===== config.mk =====
export PLATFORM = sky130hd
export DESIGN_NAME = sram_alias_decoder
export DESIGN_NICKNAME = d
export VERILOG_FILES = /design/src/rtl/sad_pkg.sv /design/src/rtl/sad_addr_decode.sv /design/src/rtl/sad_bank_select.sv /design/src/rtl/sram_alias_decoder.sv
export SDC_FILE = /design/constraint.sdc
export NUM_CORES = 1
export LEC_CHECK = 0
export BUFFER_PORTS_ARGS = -buffer_cell sky130_fd_sc_hd__buf_2
export CAP_MARGIN = 20
export CORE_AREA = 2 2 154 81
export CTS_CLUSTER_DIAMETER = 30
export CTS_CLUSTER_SIZE = 24
export DETAILED_ROUTE_END_ITERATION = 12
export DIE_AREA = 0 0 156 83
export PLACE_DENSITY_LB_ADDON = 0.2
export REMOVE_ABC_BUFFERS = 1
export SLEW_MARGIN = 20
export SYNTH_ARGS = -nofsm -noshare
export SYNTH_HDL_FRONTEND = slang
export SYNTH_SLANG_ARGS = --single-unit

===== constraint.sdc =====
create_clock -name clk -period 2.9 [get_ports clk]
set_input_delay 0.145 -clock clk [delete_from_list [all_inputs] [get_ports clk]]
set_output_delay 0.145 -clock clk [all_outputs]
set_load 0.02 [all_outputs]

===== src/rtl/sad_pkg.sv =====
package sad_pkg;

    typedef enum logic [2:0] {
        ST_IDLE   = 3'd0,
        ST_CHECK  = 3'd1,
        ST_ACCESS = 3'd2,
        ST_RESP   = 3'd3,
        ST_ERR    = 3'd4
    } sad_state_e;

    typedef enum logic [1:0] {
        CL_NONE   = 2'd0,
        CL_REJECT = 2'd1,
        CL_PASS   = 2'd2
    } sad_class_e;

endpackage


===== src/rtl/sad_addr_decode.sv =====
module sad_addr_decode
    import sad_pkg::*;
#(
    parameter int ADDR_W    = 32,
    parameter int WIN_AW    = 24,
    parameter int REGION_AW = 17,
    parameter logic [ADDR_W-1:0] NS_BASE = 32'h2000_0000,
    parameter logic [ADDR_W-1:0] S_BASE  = 32'h3000_0000
) (
    input  logic [ADDR_W-1:0]    addr,
    input  logic                 secure,
    output sad_class_e           cls,
    output logic [REGION_AW-1:0] region_off
);
    logic hit_ns;
    logic hit_s;
    logic in_banks;

    always_comb begin
        hit_ns     = (addr[ADDR_W-1:WIN_AW] == NS_BASE[ADDR_W-1:WIN_AW]);
        hit_s      = (addr[ADDR_W-1:WIN_AW] == S_BASE[ADDR_W-1:WIN_AW]);
        in_banks   = (addr[WIN_AW-1:REGION_AW] == '0);
        region_off = addr[REGION_AW-1:0];
        if (!hit_ns && !hit_s) begin
            cls = CL_NONE;
        end else if (!in_banks) begin
            cls = CL_REJECT;
        end else if (hit_ns && secure) begin
            cls = CL_REJECT;
        end else if (hit_s && !secure) begin
            cls = CL_REJECT;
        end else begin
            cls = CL_PASS;
        end
    end
endmodule


===== src/rtl/sad_bank_select.sv =====
module sad_bank_select #(
    parameter int BANKS  = 4,
    parameter int DATA_W = 32,
    localparam int SEL_W = (BANKS > 1) ? $clog2(BANKS) : 1
) (
    input  logic                    active,
    input  logic [SEL_W-1:0]        sel,
    input  logic [BANKS*DATA_W-1:0] rdata_all,
    output logic [BANKS-1:0]        en,
    output logic [DATA_W-1:0]       rdata
);
    for (genvar g = 0; g < BANKS; g++) begin : g_en
        assign en[g] = active && (sel == SEL_W'(g));
    end

    always_comb begin
        rdata = '0;
        for (int i = 0; i < BANKS; i++) begin
            if (sel == SEL_W'(i)) begin
                rdata = rdata_all[i*DATA_W +: DATA_W];
            end
        end
    end
endmodule


===== src/rtl/sram_alias_decoder.sv =====
module sram_alias_decoder
    import sad_pkg::*;
#(
    parameter int ADDR_W     = 32,
    parameter int DATA_W     = 32,
    parameter int BANKS      = 4,
    parameter int BANK_BYTES = 32768,
    parameter int WIN_BYTES  = 16777216,
    parameter logic [ADDR_W-1:0] NS_BASE = 32'h2000_0000,
    parameter logic [ADDR_W-1:0] S_BASE  = 32'h3000_0000,
    localparam int SEL_W     = (BANKS > 1) ? $clog2(BANKS) : 1,
    localparam int BANK_AW   = $clog2(BANK_BYTES),
    localparam int REGION_AW = BANK_AW + SEL_W,
    localparam int WIN_AW    = $clog2(WIN_BYTES),
    localparam int BYTE_AW   = $clog2(DATA_W / 8),
    localparam int OFF_W     = BANK_AW - BYTE_AW
) (
    input  logic                    clk,
    input  logic                    rst_n,
    input  logic                    req_valid,
    output logic                    req_ready,
    input  logic [ADDR_W-1:0]       req_addr,
    input  logic                    req_secure,
    input  logic                    req_write,
    input  logic [DATA_W-1:0]       req_wdata,
    output logic                    prot_query_valid,
    output logic [REGION_AW-1:0]    prot_query_offset,
    output logic                    prot_query_secure,
    input  logic                    prot_reply_valid,
    input  logic                    prot_reply_grant,
    output logic [BANKS-1:0]        bank_en,
    output logic                    bank_we,
    output logic [OFF_W-1:0]        bank_offset,
    output logic [DATA_W-1:0]       bank_wdata,
    input  logic [BANKS*DATA_W-1:0] bank_rdata,
    output logic                    resp_valid,
    output logic                    resp_error,
    output logic [DATA_W-1:0]       resp_rdata
);
    typedef struct packed {
        sad_state_e           st;
        logic [REGION_AW-1:0] off;
        logic                 sec;
        logic                 we;
        logic [DATA_W-1:0]    wdata;
    } ctx_t;

    localparam ctx_t CTX_RESET = '{st: ST_IDLE, off: '0, sec: 1'b0, we: 1'b0, wdata: '0};

    ctx_t                 ctx_d;
    ctx_t                 ctx_q;
    sad_class_e           cls;
    logic [REGION_AW-1:0] dec_off;
    logic                 access_active;
    logic [DATA_W-1:0]    sel_rdata;

    sad_addr_decode #(
        .ADDR_W   (ADDR_W),
        .WIN_AW   (WIN_AW),
        .REGION_AW(REGION_AW),
        .NS_BASE  (NS_BASE),
        .S_BASE   (S_BASE)
    ) u_dec (
        .addr      (req_addr),
        .secure    (req_secure),
        .cls       (cls),
        .region_off(dec_off)
    );

    sad_bank_select #(
        .BANKS (BANKS),
        .DATA_W(DATA_W)
    ) u_sel (
        .active   (access_active),
        .sel      (ctx_q.off[REGION_AW-1:BANK_AW]),
        .rdata_all(bank_rdata),
        .en       (bank_en),
        .rdata    (sel_rdata)
    );

    always_comb begin
        ctx_d = ctx_q;
        unique case (ctx_q.st)
            ST_IDLE: begin
                if (req_valid) begin
                    if (cls == CL_PASS) begin
                        ctx_d.st    = ST_CHECK;
                        ctx_d.off   = dec_off;
                        ctx_d.sec   = req_secure;
                        ctx_d.we    = req_write;
                        ctx_d.wdata = req_wdata;
                    end else if (cls == CL_REJECT) begin
                        ctx_d.st = ST_ERR;
                    end
                end
            end
            ST_CHECK: begin
                if (prot_reply_valid) begin
                    ctx_d.st = prot_reply_grant ? ST_ACCESS : ST_ERR;
                end
            end
            ST_ACCESS: ctx_d.st = ST_RESP;
            ST_RESP:   ctx_d.st = ST_IDLE;
            ST_ERR:    ctx_d.st = ST_IDLE;
            default:   ctx_d.st = ST_IDLE;
        endcase
    end

    always_ff @(posedge clk or negedge rst_n) begin
        if (!rst_n) begin
            ctx_q <= CTX_RESET;
        end else begin
            ctx_q <= ctx_d;
        end
    end

    always_comb begin
        access_active     = (ctx_q.st == ST_ACCESS);
        req_ready         = (ctx_q.st == ST_IDLE);
        prot_query_valid  = (ctx_q.st == ST_CHECK);
        prot_query_offset = ctx_q.off;
        prot_query_secure = ctx_q.sec;
        bank_we           = access_active && ctx_q.we;
        bank_offset       = ctx_q.off[BANK_AW-1:BYTE_AW];
        bank_wdata        = access_active ? ctx_q.wdata : '0;
        resp_valid        = (ctx_q.st == ST_RESP) || (ctx_q.st == ST_ERR);
        resp_error        = (ctx_q.st == ST_ERR);
        resp_rdata        = ((ctx_q.st == ST_RESP) && !ctx_q.we) ? sel_rdata : '0;
    end
endmodule


After elaboration in Yosys (flattened, before gate mapping)
Index checks and enable logic that the tools add are counted.
{"block": "totals", "output_inout_bits": 104, "register_bits": 54, "ram_bits": 0, "elab_cells": 55, "rom_bits": 0, "input_bits": 199, "latchBits": 0, "memories": 0}
{"block": "classes", "multipliers": 0, "bitwise": 0, "n_eq_ne": 14, "reduce_logical": 19, "add_sub_neg": 0, "muxes": 17, "div": 0, "order_cmp": 0, "n_shift": 0}
{"cell": "two-way mux 32 bit", "count": 6}
{"cell": "two-way mux 54 bit", "count": 1}
{"cell": "two-way mux 51 bit", "count": 1}
{"cell": "== test 8 x 6 -> 1 bit (second input constant)", "count": 2}
{"cell": "two-way mux 3 bit", "count": 4}
{"cell": "logical AND 1 bit", "count": 9}
{"cell": "one-hot mux 3 bit (3 select lines)", "count": 1}
{"cell": "two-way mux 2 bit", "count": 4}
{"cell": "logical NOT 7 bit", "count": 1}
{"cell": "== test 2 bit (second input constant)", "count": 3}
{"cell": "== test 3 x 2 -> 1 bit (second input constant)", "count": 2}
{"cell": "AND reduction 3 bit", "count": 2}
{"cell": "== test 2 x 1 -> 1 bit (second input constant)", "count": 2}
{"cell": "logical NOT 1 bit", "count": 4}
{"cell": "== test 3 x 1 -> 1 bit (second input constant)", "count": 1}
{"cell": "== test 3 bit (second input constant)", "count": 1}
{"cell": "logical NOT 3 bit", "count": 1}
{"cell": "!= test 3 x 1 -> 1 bit (second input constant)", "count": 1}
{"cell": "logical NOT 2 bit", "count": 1}
{"cell": "!= test 2 x 1 -> 1 bit (second input constant)", "count": 1}
{"cell": "!= test 2 bit (second input constant)", "count": 1}
{"cell": "logical OR 1 bit", "count": 1}

Longest topological paths before layout
{"block": "logic_depth", "depth_word": 11, "ltp_mapped": 7, "ltp_nobuf": 4}

Hierarchy
Synthesis repeated with hierarchy kept, for this count alone.
{"block": "unflattened", "hier_cells": 310, "area_unflattened_um2": 3940.0}
{"mod": "sram_alias_decoder", "seq_area_each_um2": 1351.3, "area_per_inst_um2": 2897.8, "cells_each": 240, "instances": 1}
{"mod": "sad_bank_select", "seq_area_each_um2": 0.0, "area_per_inst_um2": 849.6, "cells_each": 44, "instances": 1}
{"mod": "sad_addr_decode", "seq_area_each_um2": 0.0, "area_per_inst_um2": 192.7, "cells_each": 26, "instances": 1}

Worst setup path after synthesis
Ideal clock, no wire load.
{"block": "synth_timing", "path_kind": "register to register", "startpoint": "register ctx_q[53] (netlist bit)", "endpoint": "register ctx_q[0] (netlist bit)", "t_required_ps": 2775, "period_less_slack_ps": 2034, "setup_time_ps": 125, "stages_incl_launch_ff": 8, "arrival_ps": 1909, "setup_slack_ps": 866, "path_buffers": 3, "path_cell_list": "dfrtp_1 buf_6 or3_2 inv_1 and3_1 buf_6 buf_12 mux2_4"}
{"block": "synth_between", "elab_chain_len": 2}
{"element": "start, declared", "line_no": "sram_alias_decoder.sv:51", "rtl": "ctx_t ctx_q;"}
{"element": "start signal, assigned", "line_no": "sram_alias_decoder.sv:113", "rtl": "ctx_q <= ctx_d;"}
{"element": "logical NOT 3 bit"}
{"element": "net req_ready", "line_no": "sram_alias_decoder.sv:21", "rtl": "output logic req_ready,"}
{"element": "AND reduction 3 bit (no line)"}
The timed path passes the listed nets, and every way through them passes these cells.
A chain may end at the register's enable or synchronous reset.

Final worst setup path
{"block": "layout_timing", "startpoint": "register ctx_q[53] (netlist bit)", "endpoint": "register ctx_q[22] (netlist bit)"}
{"block": "layout_between", "elab_chain_len": 2}
{"element": "logical NOT 3 bit", "line_no": "sram_alias_decoder.sv:83", "rtl": "unique case (ctx_q.st)"}
{"element": "AND reduction 3 bit (no line)"}
No other way between the ends.

==> flow_summary.ini <==
[sta]
period_minus_slack_ps = 2280
finalHoldViolCount = 14
fin_setup_tns_ps = 0
timing.final.crit_share = 0.786
whs_ps = -18.0
fmax_mhz = 439
setup_violations = 0
fin_ws_ps = 620
rsz0062_at_grt = no
slew_headroom = 0.390
slew_violations = 0
fin_worst_skew_ps = 6.06
tightest_slew_ps = 915

[synthesis]
synth_area_sq_um = 3860
synth_seq_cells = 54
synth_top_area_share = 0.350
netlist_instances = 284
avgSynthCellArea_sq_um = 13.6
yosysSeqAreaShare = 0.350
yosysUniqueCellTypes = 32
synth_warnings = 0
yosys.area.top_type = dfrtp_1
synthFlopType = dfrtp_1
synth_area_leaders = dfrtp_1, mux2_4, mux4_2
async_reset_ff_frac = 1.00
synth_enable_flop_cells = 0

[floorplan]
die_w_microns = 156
fp.dieH_microns = 83
start_util = 0.335
num_rows = 28
io_pins = 303
core_sq_um = 11500
die_area_sq_um = 12900

[clock_tree]
cts_made_buffers = 5
htree_levels = 2
cts.clk_slew.worst_paths_ps = 70
postCtsHoldBufs = 0
postCtsSetupBuffers = 0
ctsLongestPathBuffers = 2
cts-root-buf = clkbuf_16
clkLatencyLatePin_ps = 290
cts_num_sinks = 54
cts_tree = built
cts_resized = 0

[final_layout]
final_common_cell = buf_2
drive_above_1_share = 0.747
layout_common_cells = buf_2, dfrtp_1, mux2_4, and2_1
fin_util = 0.468
area_growth_pct = 40.0
num-nets-final = 747
final_area_sq_um = 5400

[worst_setup_path]
crit_type = register to register
crit_slowest_cell = or3_2
critPathMaxFanout = 21
path_buf_inv = 2
worst_ep_required_time_ps = 3070
cpLargestDelayFamily = simple AND/OR/NAND/NOR gates
path_cells = or3_2 > inv_1 > and3_4 > buf_4 > mux2_4
startpoint_type = register
cpPeakStageDelay_ps = 510
end_kind = register
critical_path_arrival_ps = 2450

[place]
port_buffers = 302
gp_congestion = 0.819
dpl-instance-area_sq_um = 5230
place_ws_ps = 612
dp_hpwl_mm = 9.61

[route]
wl_per_cell_microns = 16.9
via_per_inst = 4.54
met3_length_microns = 777
route.detailed.drc = 0
drt_wl_total_mm = 11.8
vias = 3180
maxUsedRoutingLayer = met4
drt_iter0_markers = 143
dr.pass1.iters = 4
ant_nets = 0
wl_met1_mm = 5.53
met2_length_mm = 5.45

[global_route]
grt_usage = 0.176
grt_max_degree = 41
grt_pass1_wl_mm = 17.8
grt-ovfl-total = 0
first_global_vias = 3205
antenna_found_initial = 1

[power_and_ir_drop]
p_per_area_nw_per_um2 = 352
ir_drop_mv = 0.216
p_leak_uw = 0.00294

[run_status]
status = complete, but fails checks
violations = hold timing

[flow_run]
max_cap_violations = 0

[min_path]
hold_class = input pin to async pin
==> cell families after synthesis <==
kind of cell,count (synthesis),synth area share
simple gates,88,0.147
mux,83,0.384
flops,54,0.350
buf+inv,53,0.107
compound gates,5,0.00908
xor+xnor,1,0.00227
==> area by class of cell <==
cell class | instances | area, sq um
timing repair buffer | 308 | 1580
tap | 150 | 188
antenna | 1 | 2.50
fill | 1086 | 6130
inverter | 2 | 7.51
multi-input combinational | 177 | 2100
sequential | 54 | 1350
clock inverter | 3 | 40.0
clock buffer | 5 | 125
==> stage by stage <==
step,cells,total power [uW]
final,700,1900
after global routing,699,2020
after CTS,699,1930
after detailed placement,691,1250
after global placement,691,1240
after floorplan,233,998
==> power by group <==
part | internal (uW) | switching, uW | leakage (uW)
sequential | 766 | 23.2 | 0.000752
combinational | 212 | 233 | 0.00211
clock | 404 | 263 | 0.0000836
total | 1380 | 519 | 0.00294
==> cells in the mapped netlist, types with 3 or more instances <==
| cell | n |
|---|---|
| and2_1 | 33 |
| buf_12 | 5 |
| buf_2 | 4 |
| buf_4 | 30 |
| clkbuf_1 | 10 |
| dfrtp_1 | 54 |
| mux2_4 | 50 |
| mux4_2 | 32 |
| nand2_1 | 3 |
| nor2_1 | 3 |
| nor2b_1 | 32 |
==> per-layer routing <==
metal	GRT usage	vias to the layer above
li1	-	1511
met1	0.246	1554
met2	0.284	113
met3	0.0459	2
met4	0.0200	0
met5	0	-
==> worst register-to-register path: stages, from the launching register on <==
cell,delay (ps)
dfrtp_1,470
or3_2,510
inv_1,80
and3_4,450
buf_4,330
mux2_4,320
==> sequential cells by signal, indices dropped and copies added (netlist names) <==
name	count
prot_query_secure	1
ctx_q	36
prot_query_offset	17
==> worst paths after layout <==
path	startpoint	end	slack [ps]	cells past startpoint
min in group clk	req_addr[10]	prot_query_offset[10]$_DFFE_PN0P_	80	2
max in group asynchronous	rst_n	prot_query_offset[16]$_DFFE_PN0P_	2170	2
max	ctx_q[53]$_DFFE_PN0P_	ctx_q[22]$_DFFE_PN0P_	620	5
min	rst_n	prot_query_offset[7]$_DFFE_PN0P_	-20	1
max reg2reg	ctx_q[53]$_DFFE_PN0P_	ctx_q[22]$_DFFE_PN0P_	620	5
min reg2reg	ctx_q[26]$_DFFE_PN0P_	ctx_q[26]$_DFFE_PN0P_	500	1
Note: power is estimated with default switching activity, not from simulation.
